==> src/rtl/guard_pkg.sv <==
package guard_pkg;
    localparam int DW       = 8;
    localparam int ADDR_W   = 8;
    localparam logic [ADDR_W-1:0] REG_ADDR = 8'hDA;
    localparam logic [DW-1:0]     IMPL_MASK = 8'hDF;

    typedef struct packed {
        logic       nvm_lock;
        logic       dbg_off;
        logic       rsvd;
        logic       mtp_lock;
        logic       nvm_wp;
        logic [2:0] level;
    } prot_t;

    function automatic logic at_run(input logic [2:0] level);
        return level[2] & level[1];
    endfunction
endpackage

==> src/rtl/guard_setonly_reg.sv <==
module guard_setonly_reg
    import guard_pkg::*;
#(
    parameter int W = DW,
    parameter int AW = ADDR_W,
    parameter logic [AW-1:0] ADDR = REG_ADDR,
    parameter logic [W-1:0] MASK = IMPL_MASK
) (
    input  logic          clk,
    input  logic          rst,
    input  logic          boot_vld,
    input  logic [W-1:0]  boot_word,
    input  logic          wr,
    input  logic [AW-1:0] addr,
    input  logic [W-1:0]  wdata,
    output logic [W-1:0]  q,
    output logic          booted
);
    always_ff @(posedge clk) begin
        if (rst) begin
            q      <= '0;
            booted <= 1'b0;
        end else if (boot_vld && !booted) begin
            q      <= boot_word & MASK;
            booted <= 1'b1;
        end else if (booted && wr && addr == ADDR) begin
            q <= q | (wdata & MASK);
        end
    end

    // once booted, no bit that was set is ever cleared
    a_r4_no_clear: assert property (@(posedge clk) disable iff (rst)
        booted |=> ((q & $past(q)) == $past(q)));

    // no boot strobe and not yet booted means nothing moves
    a_r3_preboot_hold: assert property (@(posedge clk) disable iff (rst)
        (!booted && !boot_vld) |=> (q == '0));

    // reserved positions stay clear
    a_r5_rsvd_zero: assert property (@(posedge clk) disable iff (rst)
        (q & ~MASK) == '0);
endmodule

==> src/rtl/guard_mem_gate.sv <==
module guard_mem_gate
    import guard_pkg::*;
#(
    parameter int W = DW
) (
    input  logic         clk,
    input  logic         rst,
    input  logic         rd_req,
    input  logic         wr_req,
    input  logic         rd_block,
    input  logic         wr_block,
    input  logic [W-1:0] mem_rdata,
    output logic         rd_en,
    output logic         wr_en,
    output logic [W-1:0] rdata,
    output logic         err
);
    always_comb begin
        rd_en = rd_req & ~rd_block;
        wr_en = wr_req & ~wr_block;
        rdata = rd_block ? '0 : mem_rdata;
    end

    always_ff @(posedge clk) begin
        if (rst) err <= 1'b0;
        else     err <= wr_req & wr_block;
    end

    // a refused write is flagged on the following cycle
    a_r10_err_after_block: assert property (@(posedge clk) disable iff (rst)
        (wr_req && !wr_en) |=> err);

    // a write that went through leaves no flag
    a_r10_no_err_on_pass: assert property (@(posedge clk) disable iff (rst)
        (wr_en) |=> !err);

    // blocked reads never show memory data
    a_r8_zero_when_blocked: assert property (@(posedge clk) disable iff (rst)
        rd_block |-> (rdata == '0 && !rd_en));
endmodule

==> src/rtl/guard_cfg_reg.sv <==
module guard_cfg_reg
    import guard_pkg::*;
(
    input  logic        clk,
    input  logic        rst,
    input  logic        boot_vld,
    input  logic [7:0]  boot_word,
    input  logic        bus_wr,
    input  logic [7:0]  bus_addr,
    input  logic [7:0]  bus_wdata,
    output logic [7:0]  bus_rdata,
    input  logic        nvm_rd_req,
    input  logic        nvm_wr_req,
    input  logic [7:0]  nvm_mem_rdata,
    output logic        nvm_rd_en,
    output logic        nvm_wr_en,
    output logic [7:0]  nvm_rdata,
    output logic        nvm_err,
    input  logic        mtp_rd_req,
    input  logic        mtp_wr_req,
    input  logic [7:0]  mtp_mem_rdata,
    output logic        mtp_rd_en,
    output logic        mtp_wr_en,
    output logic [7:0]  mtp_rdata,
    output logic        mtp_err,
    input  logic        dbg_req,
    output logic        dbg_grant
);
    logic [DW-1:0] reg_q;
    logic          booted;
    prot_t         prot;
    logic          nvm_wr_block;

    guard_setonly_reg u_reg (
        .clk       (clk),
        .rst       (rst),
        .boot_vld  (boot_vld),
        .boot_word (boot_word),
        .wr        (bus_wr),
        .addr      (bus_addr),
        .wdata     (bus_wdata),
        .q         (reg_q),
        .booted    (booted)
    );

    assign prot         = prot_t'(reg_q);
    assign nvm_wr_block = prot.nvm_lock | (prot.nvm_wp & at_run(prot.level));
    assign bus_rdata    = (bus_addr == REG_ADDR) ? reg_q : '0;
    assign dbg_grant    = dbg_req & ~prot.dbg_off;

    guard_mem_gate u_nvm (
        .clk       (clk),
        .rst       (rst),
        .rd_req    (nvm_rd_req),
        .wr_req    (nvm_wr_req),
        .rd_block  (prot.nvm_lock),
        .wr_block  (nvm_wr_block),
        .mem_rdata (nvm_mem_rdata),
        .rd_en     (nvm_rd_en),
        .wr_en     (nvm_wr_en),
        .rdata     (nvm_rdata),
        .err       (nvm_err)
    );

    guard_mem_gate u_mtp (
        .clk       (clk),
        .rst       (rst),
        .rd_req    (mtp_rd_req),
        .wr_req    (mtp_wr_req),
        .rd_block  (prot.mtp_lock),
        .wr_block  (prot.mtp_lock),
        .mem_rdata (mtp_mem_rdata),
        .rd_en     (mtp_rd_en),
        .wr_en     (mtp_wr_en),
        .rdata     (mtp_rdata),
        .err       (mtp_err)
    );

    // debug refused while the disable bit is set
    a_r9_dbg_refused: assert property (@(posedge clk) disable iff (rst)
        prot.dbg_off |-> !dbg_grant);

    // below run level the write-protect bit never refuses a write
    a_r7_wp_needs_run: assert property (@(posedge clk) disable iff (rst)
        (nvm_wr_req && !prot.nvm_lock && !(prot.level[2] && prot.level[1])) |-> nvm_wr_en);

    // full lock shuts both NVM directions
    a_r6_nvm_locked: assert property (@(posedge clk) disable iff (rst)
        prot.nvm_lock |-> (!nvm_rd_en && !nvm_wr_en));
endmodule

==> config.mk <==
export PLATFORM = sky130hd
export DESIGN_NAME = guard_cfg_reg
export DESIGN_NICKNAME = d
export VERILOG_FILES = /design/src/rtl/guard_pkg.sv /design/src/rtl/guard_setonly_reg.sv /design/src/rtl/guard_mem_gate.sv /design/src/rtl/guard_cfg_reg.sv
export SDC_FILE = /design/constraint.sdc
export NUM_CORES = 1
export LEC_CHECK = 0
export CAP_MARGIN = 10
export CORE_AREA = 2 2 39 41
export CTS_CLUSTER_DIAMETER = 60
export CTS_CLUSTER_SIZE = 24
export DETAILED_ROUTE_END_ITERATION = 8
export DIE_AREA = 0 0 41 43
export DONT_BUFFER_PORTS = 1
export PLACE_DENSITY = 0.74
export SKIP_LAST_GASP = 1
export SYNTH_ARGS = -nofsm -noshare
export SYNTH_HDL_FRONTEND = slang
export SYNTH_SLANG_ARGS = --single-unit
==> constraint.sdc <==
create_clock -name clk -period 2.11 [get_ports clk]
set_clock_uncertainty 0.05 [all_clocks]
set_input_delay 0.3165 -clock clk [delete_from_list [all_inputs] [get_ports clk]]
set_output_delay 0.3165 -clock clk [all_outputs]
set_load 0.05 [all_outputs]
==> out/qor.csv <==
stage;metric;value;unit
timing;Tmin final;1.74;ns
finish;Fill cells;131;
worst_setup_path;max incr delay on CP;0.57;ns
clocking;Hold Buf Count CTS;0;
die;Initial Util;46.4;%
timing;Hold Violations, Final;0;
placed_design;RD Place Congestion;0.634;
detailed_routing;# DRC;0;
synthesis;Ys Warns;0;
placed_design;Buffers on Ports;0;
synthesis;most frequently used flop master after synthesis;dfxtp_1;
timing;post-route setup slack;0.366;ns
clocking;Resize count post-CTS;0;
placed_design;dpl ws;0.473;ns
finish;# diodes;0;
timing;total negative slack;0;ns
synthesis;Post-synth EDFFs;0;
timing;worst slew pin tran;0.512;ns
detailed_routing;drt total wl;1700;µm
finish;Layout Cells excl Fill;111;
synthesis;Seq cells post-synth;10;
timing;Slew Limit Headroom;66.0;%
pwr;Final Total Pwr;0.554;mW
synthesis;most common cell in the synthesized netlist;nor2b_1;
die;Core Area;1380;µm²
worst_setup_path;slowest CP cell;dfxtp_1;
global_routing;total track usage;18.7;%
placed_design;Placed Area;786;µm²
worst_setup_path;WP data arrival;1.38;ns
clocking;CTS Buf Count;3;
worst_setup_path;CP top delay family;flip-flops;
die;Die Height;43;µm
worst_setup_path;Worst Path Required;1.74;ns
synthesis;syn_nets;126;
finish;Layout area overhead;25.9;%
placed_design;Post-Place Cells;108;
worst_setup_path;Cell Chain, Critical Path;and3_1;
placed_design;HPWL after DPL;1350;µm
timing;RSZ-0062 raised after global routing;no;
worst_setup_path;crit-path max FO;13;
pwr;Sw Share;40.2;%
finish;post-route cell area;808;µm²
detailed_routing;Vias/cell;5.23;
pwr;Clk network pwr share;23.1;%
worst_setup_path;Crit path buffers/inverters;0;
die;FP Rows;14;
synthesis;Gate Count Post-Synth;77;
synthesis;top cells by area, synth;dfxtp_1 31%, nor2b_1 21%, mux2i_1 11%;
die;die area;1760;µm²
finish;Final Net Count;146;
detailed_routing;DR iter-0 viols;14;
die;Die W;41;µm
die;num ports;80;
synthesis;Synth cell types;17;
synthesis;sequential fraction of the synthesis area;31.2;%
detailed_routing;DR pass1 iterations;3;
global_routing;largest net degree at the start of global routing;14;
clocking;worst skew pair latency;0.26;ns
global_routing;first-pass GRT wire length;2250;µm
timing;fin crit share;82.7;%
timing;Achievable Freq;0.573;GHz
detailed_routing;Final ANT Viol Nets;0;
clocking;Post-CTS Repair Setup Buffers;0;
synthesis;Commonest cells post-synth;22 x nor2b_1, 10 x dfxtp_1;
detailed_routing;drt wl/cell;15.3;µm
synthesis;Synth area leader;dfxtp_1;
job;Max-cap violations;0;
run_status;outcome;completed;
pwr;VDD IR max;0.330;mV
pwr;LEAKAGE;0.408;nW
synthesis;Mean Syn Cell Area;8.34;µm²
clocking;Reg clk slew, reported paths;0.07;ns
timing;final setup vio count;0;
global_routing;number of global-route vias before repair;491;
worst_setup_path;critical path type;reg -> out;
pwr;Power Density;686;nW/µm²
synthesis;post-synthesis cell area;642;µm²
worst_setup_path;Worst Setup End Kind;output pin;
global_routing;initial antenna violation count;0;
min_path;hold crit path type;in -> reg;
worst_setup_path;CP Launch Type;flip-flop;
synthesis;asr flop ratio synth;0;%
pwr;Combinational Power Share;38.2;%
finish;combined area of the multi-input logic cells;382;µm²
clocking;Sink Count;10;
timing;Final Max Tran Viols;0;
clocking;Max Buffers Root-to-Sink;2;
pwr;P_int;0.331;mW
pwr;share of power burned in registers;38.8;%
synthesis;Yosys top cell area share;31.2;%
detailed_routing;Vias;580;
finish;share of cells above drive strength 1;27.4;%
clocking;Clk Tree Root Cell;clkbuf_4;
clocking;H-tree depth;1;
finish;Storage cell area;200;µm²
pwr;net switching power of the design;0.223;mW
clocking;CTS tree;done;
global_routing;gr ovfl total;0;
-- path summary, 6_finish.rpt --
check	startpoint	end	slack, ns	cells past startpoint
min reg2reg	u_reg.booted$_SDFFE_PP0P_	u_reg.booted$_SDFFE_PP0P_	0.48	2
min	rst	u_reg.booted$_SDFFE_PP0P_	0.07	1
max reg2reg	u_reg.booted$_SDFFE_PP0P_	u_reg.q[7]$_SDFFE_PP0P_	0.83	4
max	u_reg.q[4]$_SDFFE_PP0P_	bus_rdata[4]	0.37	1
-- layout make-up --
class	count	area share (%)
inverter	7	3.25
clock buffer	3	2.79
sequential	10	24.8
tap	16	2.48
timing repair buffer	21	19.5
multi-input combinational	54	47.2
-- power by group through the flow --
stage	Sequential, mW	Clock [mW]	Combinational [mW]
5_1_grt	0.218	0.144	0.220
3_5_place_dp	0.220	0	0.212
4_1_cts	0.215	0.132	0.213
3_3_place_gp	0.218	0	0.210
2_1_floorplan	0.212	0	0.172
6_report	0.215	0.128	0.212
-- metrics by stage --
step / hold WS [ns] / util [%]
detailed placement: 0.345 / 56.8
global route: 0.0598 / 58.4
floorplan: 0.382 / -
global placement: 0.341 / 56.8
finish: 0.0699 / 58.4
CTS: 0.0660 / 58.4
-- metal layers --
metal  GRT usage (%)  routed length [µm]
met1            23.0                 682
met2            30.3                 902
met3            3.14                 104
met4            8.00                   8
met5               0                   0
-- layout by cell type (no fill, tap or decap) --
| cell type | count |
|---|---|
| nand2_1 | 1 |
| and2_1 | 1 |
| mux2i_1 | 7 |
| dfxtp_1 | 10 |
| nor2_1 | 3 |
| and4b_1 | 1 |
| conb_1 | 1 |
| nor2b_1 | 22 |
| o22ai_1 | 7 |
| inv_1 | 7 |
| and4bb_4 | 1 |
| buf_4 | 21 |
| nand4_4 | 1 |
| a31oi_1 | 1 |
| clkbuf_4 | 3 |
| nor3b_1 | 1 |
| and3_1 | 7 |
-- state kept, by name, indices dropped and copies added (netlist names) --
register	count
u_mtp.err	1
u_nvm.err	1
u_reg.q	7
u_reg.booted	1
-- kinds of logic after synthesis --
| kind of cell | after synthesis | share of synthesized area, % |
|---|---|---|
| AND/OR/NAND/NOR | 38 | 40.2 |
| buffers and inverters | 13 | 9.36 |
| multiplexers | 7 | 10.9 |
| flip-flops | 10 | 31.2 |
| AO/OA/AOI/OAI | 8 | 7.80 |
| other | 1 | 0.584 |
(Power assumes the default switching activity.)
